[src/rtl/arb_pkg.sv]
package arb_pkg;
   typedef enum logic {
      ARB_ROTATE = 1'b0,
      ARB_PRIO   = 1'b1
   } arb_mode_e;
endpackage

[src/rtl/rr_pick.sv]
module rr_pick #(
   parameter int N  = 4,
   parameter int IW = 2
) (
   input  logic [N-1:0]  req,
   input  logic [IW-1:0] last,
   output logic          found,
   output logic [IW-1:0] win
);
   always_comb begin
      found = 1'b0;
      win   = last;
      for (int off = 1; off <= N; off++) begin
         int cand;
         cand = int'(last) + off;
         if (cand >= N) cand = cand - N;
         if (!found && req[cand]) begin
            found = 1'b1;
            win   = IW'(cand);
         end
      end
   end
endmodule

[src/rtl/prio_pick.sv]
module prio_pick #(
   parameter int N  = 4,
   parameter int PW = 3,
   parameter int IW = 2
) (
   input  logic [N-1:0]    req,
   input  logic [N*PW-1:0] prio_flat,
   output logic            found,
   output logic [IW-1:0]   win
);
   logic [PW-1:0] pv [N];
   logic [PW-1:0] best;

   for (genvar g = 0; g < N; g++) begin : g_field
      assign pv[g] = prio_flat[g*PW +: PW];
   end

   always_comb begin
      found = 1'b0;
      win   = '0;
      best  = '0;
      for (int m = 0; m < N; m++) begin
         if (req[m] && (!found || pv[m] > best)) begin
            found = 1'b1;
            win   = IW'(m);
            best  = pv[m];
         end
      end
   end
endmodule

[src/rtl/slot_timer.sv]
module slot_timer #(
   parameter int SW = 8
) (
   input  logic          clk,
   input  logic          rst_n,
   input  logic          clr,
   input  logic          inc,
   input  logic [SW-1:0] limit,
   output logic          hit
);
   localparam logic [SW-1:0] CNT_MAX = '1;
   logic [SW-1:0] cnt_q;

   assign hit = (limit != '0) && inc && (cnt_q == limit - SW'(1));

   always_ff @(posedge clk or negedge rst_n) begin
      if (!rst_n)                         cnt_q <= '0;
      else if (clr)                       cnt_q <= '0;
      else if (inc && cnt_q != CNT_MAX)   cnt_q <= cnt_q + SW'(1);
   end


   slot_clear_chk: assert property (@(posedge clk) disable iff (!rst_n)
      clr |=> (cnt_q == '0));
endmodule

[src/rtl/bus_slot_arbiter.sv]
module bus_slot_arbiter #(
   parameter int N_MST  = 4,
   parameter int PRIO_W = 3,
   parameter int SLOT_W = 8,
   localparam int IDX_W = (N_MST > 1) ? $clog2(N_MST) : 1
) (
   input  logic                      clk,
   input  logic                      rst_n,
   input  logic [N_MST-1:0]          req,
   input  logic                      xfer_active,
   input  logic                      xfer_single,
   input  logic                      burst_last,
   input  logic                      cfg_mode,
   input  logic [N_MST*PRIO_W-1:0]   cfg_prio,
   input  logic                      cfg_dflt_en,
   input  logic [IDX_W-1:0]          cfg_dflt_idx,
   input  logic [SLOT_W-1:0]         cfg_slot_limit,
   output logic [N_MST-1:0]          gnt,
   output logic [IDX_W-1:0]          gnt_idx,
   output logic                      gnt_vld
);
   import arb_pkg::*;

   if (N_MST < 2) begin : g_bad_n
      $error("bus_slot_arbiter: N_MST must be at least 2");
   end
   if (PRIO_W < 1) begin : g_bad_pw
      $error("bus_slot_arbiter: PRIO_W must be at least 1");
   end
   if (SLOT_W < 1) begin : g_bad_sw
      $error("bus_slot_arbiter: SLOT_W must be at least 1");
   end

   logic             own_vld_q, own_vld_d;
   logic [IDX_W-1:0] own_idx_q, own_idx_d;
   logic             rr_found, pr_found, slot_hit, arb_pt, any_req;
   logic [IDX_W-1:0] rr_win, pr_win, pick;
   arb_mode_e        mode;

   assign mode    = arb_mode_e'(cfg_mode);
   assign any_req = |req;

   rr_pick #(.N(N_MST), .IW(IDX_W)) u_rr (
      .req(req), .last(own_idx_q), .found(rr_found), .win(rr_win));

   prio_pick #(.N(N_MST), .PW(PRIO_W), .IW(IDX_W)) u_prio (
      .req(req), .prio_flat(cfg_prio), .found(pr_found), .win(pr_win));

   slot_timer #(.SW(SLOT_W)) u_slot (
      .clk(clk), .rst_n(rst_n), .clr(arb_pt),
      .inc(xfer_active & own_vld_q), .limit(cfg_slot_limit), .hit(slot_hit));

   assign pick   = (mode == ARB_PRIO) ? pr_win : rr_win;
   assign arb_pt = !own_vld_q || !xfer_active || xfer_single || burst_last || slot_hit;

   always_comb begin
      own_vld_d = own_vld_q;
      own_idx_d = own_idx_q;
      if (arb_pt) begin
         if (any_req) begin
            own_vld_d = 1'b1;
            own_idx_d = pick;
         end else if (cfg_dflt_en) begin
            own_vld_d = 1'b1;
            own_idx_d = cfg_dflt_idx;
         end
      end
   end

   always_ff @(posedge clk or negedge rst_n) begin
      if (!rst_n) begin
         own_vld_q <= 1'b0;
         own_idx_q <= IDX_W'(N_MST - 1);
      end else begin
         own_vld_q <= own_vld_d;
         own_idx_q <= own_idx_d;
      end
   end

   for (genvar g = 0; g < N_MST; g++) begin : g_gnt
      assign gnt[g] = own_vld_q && (own_idx_q == IDX_W'(g));
   end
   assign gnt_idx = own_idx_q;
   assign gnt_vld = own_vld_q;


   hold_between_points_chk: assert property (@(posedge clk) disable iff (!rst_n)
      !arb_pt |=> $stable(gnt));


   grant_to_requester_chk: assert property (@(posedge clk) disable iff (!rst_n)
      (arb_pt && any_req) |=> ((gnt & $past(req)) != '0));


   park_default_chk: assert property (@(posedge clk) disable iff (!rst_n)
      (arb_pt && !any_req && cfg_dflt_en) |=> (gnt_vld && gnt_idx == $past(cfg_dflt_idx)));


   park_last_chk: assert property (@(posedge clk) disable iff (!rst_n)
      (arb_pt && !any_req && !cfg_dflt_en) |=> $stable(gnt));


   onehot_gnt_chk: assert property (@(posedge clk) disable iff (!rst_n)
      $onehot0(gnt));
endmodule

[config.mk]
export PLATFORM = sky130hd
export DESIGN_NAME = bus_slot_arbiter
export DESIGN_NICKNAME = d
export VERILOG_FILES = /design/src/rtl/arb_pkg.sv /design/src/rtl/rr_pick.sv /design/src/rtl/prio_pick.sv /design/src/rtl/slot_timer.sv /design/src/rtl/bus_slot_arbiter.sv
export SDC_FILE = /design/constraint.sdc
export NUM_CORES = 1
export LEC_CHECK = 0
export ABC_AREA = 1
export BUFFER_PORTS_ARGS = -buffer_cell sky130_fd_sc_hd__buf_4
export CORE_MARGIN = 2
export CORE_UTILIZATION = 45
export CTS_BUF_LIST = sky130_fd_sc_hd__clkbuf_4 sky130_fd_sc_hd__clkbuf_8 sky130_fd_sc_hd__clkbuf_16
export DETAILED_ROUTE_END_ITERATION = 10
export GPL_TIMING_DRIVEN = 0
export MAX_ROUTING_LAYER = met4
export PLACE_DENSITY_LB_ADDON = 0.2
export SETUP_SLACK_MARGIN = 0.3
export SLEW_MARGIN = 20
export SYNTH_ARGS = -nofsm -noshare
export SYNTH_HDL_FRONTEND = slang
export SYNTH_SLANG_ARGS = --single-unit
[constraint.sdc]
create_clock -name clk -period 3.9 [get_ports clk]
set_input_delay 0.39 -clock clk [delete_from_list [all_inputs] [get_ports clk]]
set_output_delay 0.39 -clock clk [all_outputs]
set_load 0.02 [all_outputs]
==> results of run 1 <==
==> repair_timing <==
action / CTS / global route
setup buffers: 2 / 2
cloned: 0 / 0
hold endpoints to repair: 9 / 0
pin swaps: 2 / 13
resized for setup: 0 / 22
setup endpoints to repair: 2 / 2
hold buffers: 1 / 0
==> logic make-up after synthesis <==
group | count (synthesis)
and+or+nand+nor | 154
buffers and inverters | 46
AOI/OAI and AO/OA | 25
adders and majority gates | 16
DFF | 11
xor gates and xnor gates | 8
==> layer usage <==
layer	vias up	wire, um	part of all wire, %
met5	-	0	0
met4	0	0	0
met3	0	111	3.3
met2	30	1480	44
met1	693	1760	52
li1	904	-	-
==> metrics by stage <==
stage          setup TNS (ns)  cells
2_1_floorplan               0    260
3_3_place_gp         -0.00815    342
3_5_place_dp           -0.148    342
4_1_cts                     0    349
5_1_grt                     0    351
6_report                    0    351
==> worst max-delay path: cells and delay by family <==
family          cells  cell delay [ns]
buf+inv             2             0.18
fa+ha+maj           3             0.93
compound gates      9             0.94
simple gates       15             1.00
==> placed cells by master (no fill, tap or decap), drive strengths merged <==
cell / synthesis / routed
ha: 16 / 16
dfstp: 2 / 2
nand2: 94 / 94
nor2: 32 / 32
nand4: 1 / 1
xnor2: 2 / 2
nor3: 4 / 4
dfrtp: 9 / 9
inv: 44 / 44
o21ai: 14 / 14
nor3b: 1 / 1
nand3b: 1 / 1
buf: 1 / 44
or2: 1 / 1
nand3: 20 / 20
xor2: 6 / 6
clkbuf: 1 / 4
dlygate4sd3: 0 / 1
a21oi: 11 / 11
==> power breakdown <==
part | total [mW] | internal, mW | switching, mW
Clock | 0.0801 | 0.0464 | 0.0337
Combinational | 0.475 | 0.199 | 0.277
Sequential | 0.165 | 0.135 | 0.0302
==> state kept, by name, summed over array words and instances (netlist names) <==
| signal | count |
|---|---|
| gnt_vld | 1 |
| u_slot.cnt_q | 8 |
| gnt_idx | 2 |
==> how the worst max path moves through the flow <==
| stage | end |
|---|---|
| 5_1_grt | gnt_idx[1] |
| 3_3_place_gp | gnt_idx[1] |
| 6_report | gnt_idx[1] |
| 3_5_place_dp | gnt_idx[1] |
| 2_1_floorplan | gnt_idx[1] |
| 4_1_cts | gnt_idx[1] |
==> layout make-up <==
cell class	count	area [um2]
multi-input cells	203	1080
repair buffers	43	329
well taps	44	55.1
plain buffers	2	22.5
inverters	44	165
flip-flops and latches	11	278
clock buffers	4	30.0
fillers	324	1140
==> flow_metrics.env, run 1 <==
export IMPL_numCtsBuffers=3
export IMPL_cap_violations=0
export IMPL_timing_worst_setup_path_type="in2reg"
export IMPL_synthAdderAreaFrac_pct=13.4
export IMPL_cts_tree="built"
export IMPL_coreArea_um2=3100
export IMPL_cp_required_ns=4.09
export IMPL_hold_viol=0
export IMPL_routedWlPerCell_um=9.54
export IMPL_cpMaxStageDelayCell="ha_1"
export IMPL_synthFlopType="dfrtp_1"
export IMPL_num_rows=20
export IMPL_holdPathEnd="gnt_idx[1]"
export IMPL_final_util_pct=63.3
export IMPL_synth_edff_count=0
export IMPL_grt_total_usage_pct=19.2
export IMPL_layout_drive_gt1_share_pct=22.1
export IMPL_yosysSeqAreaShare_pct=18.6
export IMPL_p_leak_nw=1.11
export IMPL_max_stage_delay_ns=0.34
export IMPL_finalSetupViolCount=0
export IMPL_avgSynthCellArea_um2=5.76
export IMPL_drtPass1Iterations=4
export IMPL_initial_core_util_pct=48.2
export IMPL_netlist_area_um2=1500
export IMPL_drtAntennaViolNets=0
export IMPL_r2r_end="gnt_idx[1]"
export IMPL_synth_commonest_cells="nand2_1 (92), inv_1 (42), nor2_1 (31)"
export IMPL_route_detailed_drc=0
export IMPL_synthTopCellsByArea="nand2_1 (23%), dfrtp_1 (15%), ha_1 (13%)"
export IMPL_min_path_cells=5
export IMPL_cp_start_kind="input port"
export IMPL_clock_sinks=11
export IMPL_cp_common_cell="nand2_1"
export IMPL_die_area_um2=3800
export IMPL_die_w_um=61.7
export IMPL_dr_first_iter_drc_count=42
export IMPL_r2r_cells=13
export IMPL_areaGrowthSynthToFinish_pct=31.2
export IMPL_irDropWorstVdd_mv=0.297
export IMPL_ios=40
export IMPL_busiest_layer="met2"
export IMPL_synth_async_reset_ratio_pct=100
export IMPL_finalCritPeriodShare_pct=84.0
export IMPL_die_y_um=61.7
export IMPL_synth_xor_area_share_pct=4.68
export IMPL_vias=1627
export IMPL_synth_seq_cells=11
export IMPL_status="finished, final reports clean"
export IMPL_synth_top_family_by_area="simple AND/OR/NAND/NOR gates"
export IMPL_finalWirelength_mm=3.35
export IMPL_yosysWarnings=0
export IMPL_power_mw=0.721
export IMPL_whs_ns=0.430
export IMPL_antenna_found_initial=0
export IMPL_worst_ep_arrival_time_ns=3.47
export IMPL_fin_crit_ns=3.27
export IMPL_rsz0062_at_grt="false"
export IMPL_clock_latency_ns=0.26
export IMPL_grt_pass1_vias=1356
export IMPL_final_nets=357
export IMPL_muxShareOfSynthArea_pct=0
export IMPL_worst_slack_ns=0.626
export IMPL_relSlewSlack_pct=82.4
export IMPL_h_tree_depth=1
export IMPL_rrSetupSlack_ns=1.85
export IMPL_finalMaxSlewViolations=0
export IMPL_syn_inst=260
export IMPL_netlist_area_leader_share_pct=23.1
export IMPL_place_ws_ns=-0.0752
export IMPL_synth_simple_area_share_pct=42.6
export IMPL_grt_use_met2_pct=30.8
export IMPL_port_buffers=38
export IMPL_synth_cell_types=25
export IMPL_worstSetupEndpointType="flop"
export IMPL_yosysTopAreaCell="nand2_1"
export IMPL_path_clk_slew_ns=0.06
export IMPL_grt_max_degree=12
export IMPL_synth_compound_gate_area_share_pct=8.61
export IMPL_n_antenna_cell=0
export IMPL_syn_num_nets=309
export IMPL_worstSetupStartpoint="req[0]"
export IMPL_place_congestion=0.864
export IMPL_grt_ovfl_total=0
export IMPL_tightest_slew_ns=0.261
export IMPL_grt_use_met3_pct=1.26
export IMPL_crit_fanout=8
export IMPL_skew_ns=0.00195
export IMPL_hold_path_class="in2reg"
export IMPL_max_freq_ghz=0.305
export IMPL_dpl_hpwl_mm=2.70
export IMPL_hp_start="cfg_dflt_idx[1]"
export IMPL_met1_usage_pct=26.9
export IMPL_dpl_cell_area_um2=1840
export IMPL_cts_path_max_buffers=2
export IMPL_synth_most_common_cell="nand2_1"
export IMPL_final_area_um2=1960
export IMPL_r2r_start="gnt_idx[0]"
export IMPL_cts_root_buf="clkbuf_4"
export IMPL_viasPerCell=4.64
export IMPL_grt_first_pass_wirelength_mm=5.44
export IMPL_p_per_area_nw_per_um2=367
Power figures use the tool's default switching activity.
==> inputs of run 2 (changes only) <==
- clock period: 3.9 -> 2.8 ns (I/O delays scaled with it)
==> run 2 against run 1 <==
Net effect: the run now ends with setup timing left; clock skew is 0.0017 ns lower; via count grew 2.2%; power rose by 40%; worst setup slack worse by 1.0 ns; critical path depth is 2 lower; die area unchanged; clock power increased by 42%; global-route usage decreased by 0.61 points; utilization grew 2.5 points; sequential power increased by 37%; register-to-register slack lost 1.1 ns; critical path type unchanged; largest cell class unchanged.
==> flow_metrics.env, run 2 (synthesis gave the netlist of run 1 again) <==
export IMPL_vias=1662
export IMPL_failed_checks="setup timing"
export IMPL_min_path_cells=5
export IMPL_numCtsBuffers=3
export IMPL_p_per_area_nw_per_um2=493
export IMPL_n_antenna_cell=0
export IMPL_cts_path_max_buffers=2
export IMPL_path_clk_slew_ns=0.06
export IMPL_cts_root_buf="clkbuf_4"
export IMPL_dr_first_iter_drc_count=62
export IMPL_p_leak_nw=1.14
export IMPL_crit_fanout=5
export IMPL_grt_total_usage_pct=18.6
export IMPL_tightest_slew_ns=0.284
export IMPL_worst_slack_ns=-0.416
export IMPL_hold_path_class="in2reg"
export IMPL_timing_worst_setup_path_type="in2reg"
export IMPL_rsz0062_at_grt="true"
export IMPL_worst_ep_arrival_time_ns=3.42
export IMPL_power_mw=1.01
export IMPL_p_sw_mw=0.471
export IMPL_coreArea_um2=3100
export IMPL_hold_viol=0
export IMPL_dpl_hpwl_mm=2.68
export IMPL_p_sw_share_pct=46.9
export IMPL_relSlewSlack_pct=81.1
export IMPL_antenna_found_initial=0
export IMPL_grt_pass1_vias=1370
export IMPL_grt_max_degree=12
export IMPL_whs_ns=0.305
export IMPL_final_cell_count_no_fill=352
export IMPL_drtPass1Iterations=4
export IMPL_p_int_mw=0.534
export IMPL_r2r_cells=11
export IMPL_largest_register="u_slot.cnt_q"
export IMPL_finalWirelength_mm=3.37
export IMPL_die_y_um=61.7
export IMPL_port_buffers=38
export IMPL_finalCritPeriodShare_pct=115
export IMPL_cp_start_kind="input port"
export IMPL_cts_tree="built"
export IMPL_finalMaxSlewViolations=0
export IMPL_final_nets=358
export IMPL_routedWlPerCell_um=9.58
export IMPL_grt_ovfl_total=0
export IMPL_clock_latency_ns=0.26
export IMPL_die_w_um=61.7
export IMPL_layout_commonest_cell="nand2_1"
export IMPL_h_tree_depth=1
export IMPL_viasPerCell=4.72
export IMPL_fin_crit_ns=3.22
export IMPL_final_util_pct=65.8
export IMPL_drtAntennaViolNets=0
export IMPL_num_rows=20
export IMPL_final_cell_mix="nand2_1 (85), buf_4 (43), inv_1 (41)"
export IMPL_cp_required_ns=3.00
export IMPL_worstSetupEndpointType="flop"
export IMPL_dp_cells=342
export IMPL_skew_ns=0.000286
export IMPL_finalSetupViolCount=2
export IMPL_max_freq_ghz=0.311
export IMPL_place_ws_ns=-0.747
export IMPL_status="complete, but fails checks"
export IMPL_power_frac_comb_pct=66.2
export IMPL_place_congestion=0.847
export IMPL_die_area_um2=3800
export IMPL_grt_first_pass_wirelength_mm=5.23
export IMPL_seq_power_share_pct=22.5
export IMPL_areaGrowthSynthToFinish_pct=36.4
export IMPL_initial_core_util_pct=48.2
export IMPL_layout_drive_gt1_share_pct=24.7
export IMPL_largest_reg_flops=8
export IMPL_clock_sinks=11
export IMPL_power_share_clock_pct=11.3
export IMPL_route_detailed_drc=0
export IMPL_irDropWorstVdd_mv=0.471
export IMPL_ios=40
export IMPL_cap_violations=0
run 2: power groups by stage:
stage	clock, mW	combinational [mW]	sequential, mW
3_5_place_dp	0	0.633	0.229
5_1_grt	0.127	0.762	0.231
3_3_place_gp	0	0.626	0.230
2_1_floorplan	0	0.440	0.237
4_1_cts	0.121	0.654	0.226
6_report	0.114	0.666	0.226
run 2: worst paths after layout:
kind                                   end       startpoint  slack (ns)
min                             gnt_idx[1]  cfg_dflt_idx[1]        0.31
max                             gnt_idx[1]           req[0]       -0.42
max in group asynchronous       gnt_idx[1]            rst_n        2.20
min in group asynchronous  u_slot.cnt_q[5]            rst_n        0.37
min reg2reg                     gnt_idx[1]       gnt_idx[1]        0.52
max reg2reg                     gnt_idx[0]       gnt_idx[0]        0.79
run 2: repair_timing:
action / in CTS / in global routing
resized for setup: 7 / 6
pin swaps: 23 / 10
buffers inserted: 4 / 1
hold buffers: 1 / 0
endpoints found under the setup margin: 2 / 2
endpoints found under the hold margin: 9 / 0
run 2: cell type report:
type	count	area [um2]
Buffer	2	36.3
Clock buffer	4	30.0
Fill cell	302	1060
Inverter	44	168
Multi-Input combinational cell	203	1140
Sequential cell	11	278
Tap cell	44	55.1
Timing Repair Buffer	44	333
run 2: metrics by stage:
| stage | area, um2 | setup TNS [ns] |
|---|---|---|
| after floorplan | 1560 | -0.790 |
| after global placement | 1900 | -1.34 |
| after detailed placement | 1900 | -1.47 |
| after CTS | 2000 | -0.481 |
| after global routing | 2040 | -1.34 |
| final | 2040 | -0.816 |
run 2: metal layers:
| metal | GRT usage (%) | routed length, um |
|---|---|---|
| met1 | 25.3 | 1610 |
| met2 | 30.2 | 1560 |
| met3 | 1.26 | 188 |
| met4 | 4.56 | 6 |
| met5 | - | 0 |
run 2: worst max-delay path, cell delays in order:
cell and delay, ns:
clkbuf_16 0.13, nand2_4 0.06, ha_4 0.20, a21oi_1 0.24, o21ai_2 0.10, nand2_2 0.10
a21oi_4 0.07, buf_4 0.14, o21ai_0 0.22, ha_1 0.28, nand3_1 0.08, nand2_1 0.05
o21ai_1 0.09, nand2_2 0.11, nand2_1 0.07, o21ai_1 0.06, ha_1 0.34, a21oi_2 0.13
o21ai_1 0.07, nand2_1 0.07, nand2_1 0.06, a21oi_2 0.15, nand2_1 0.08, nand3_1 0.07
nand2_1 0.05, nand2_1 0.05, nand2_1 0.05
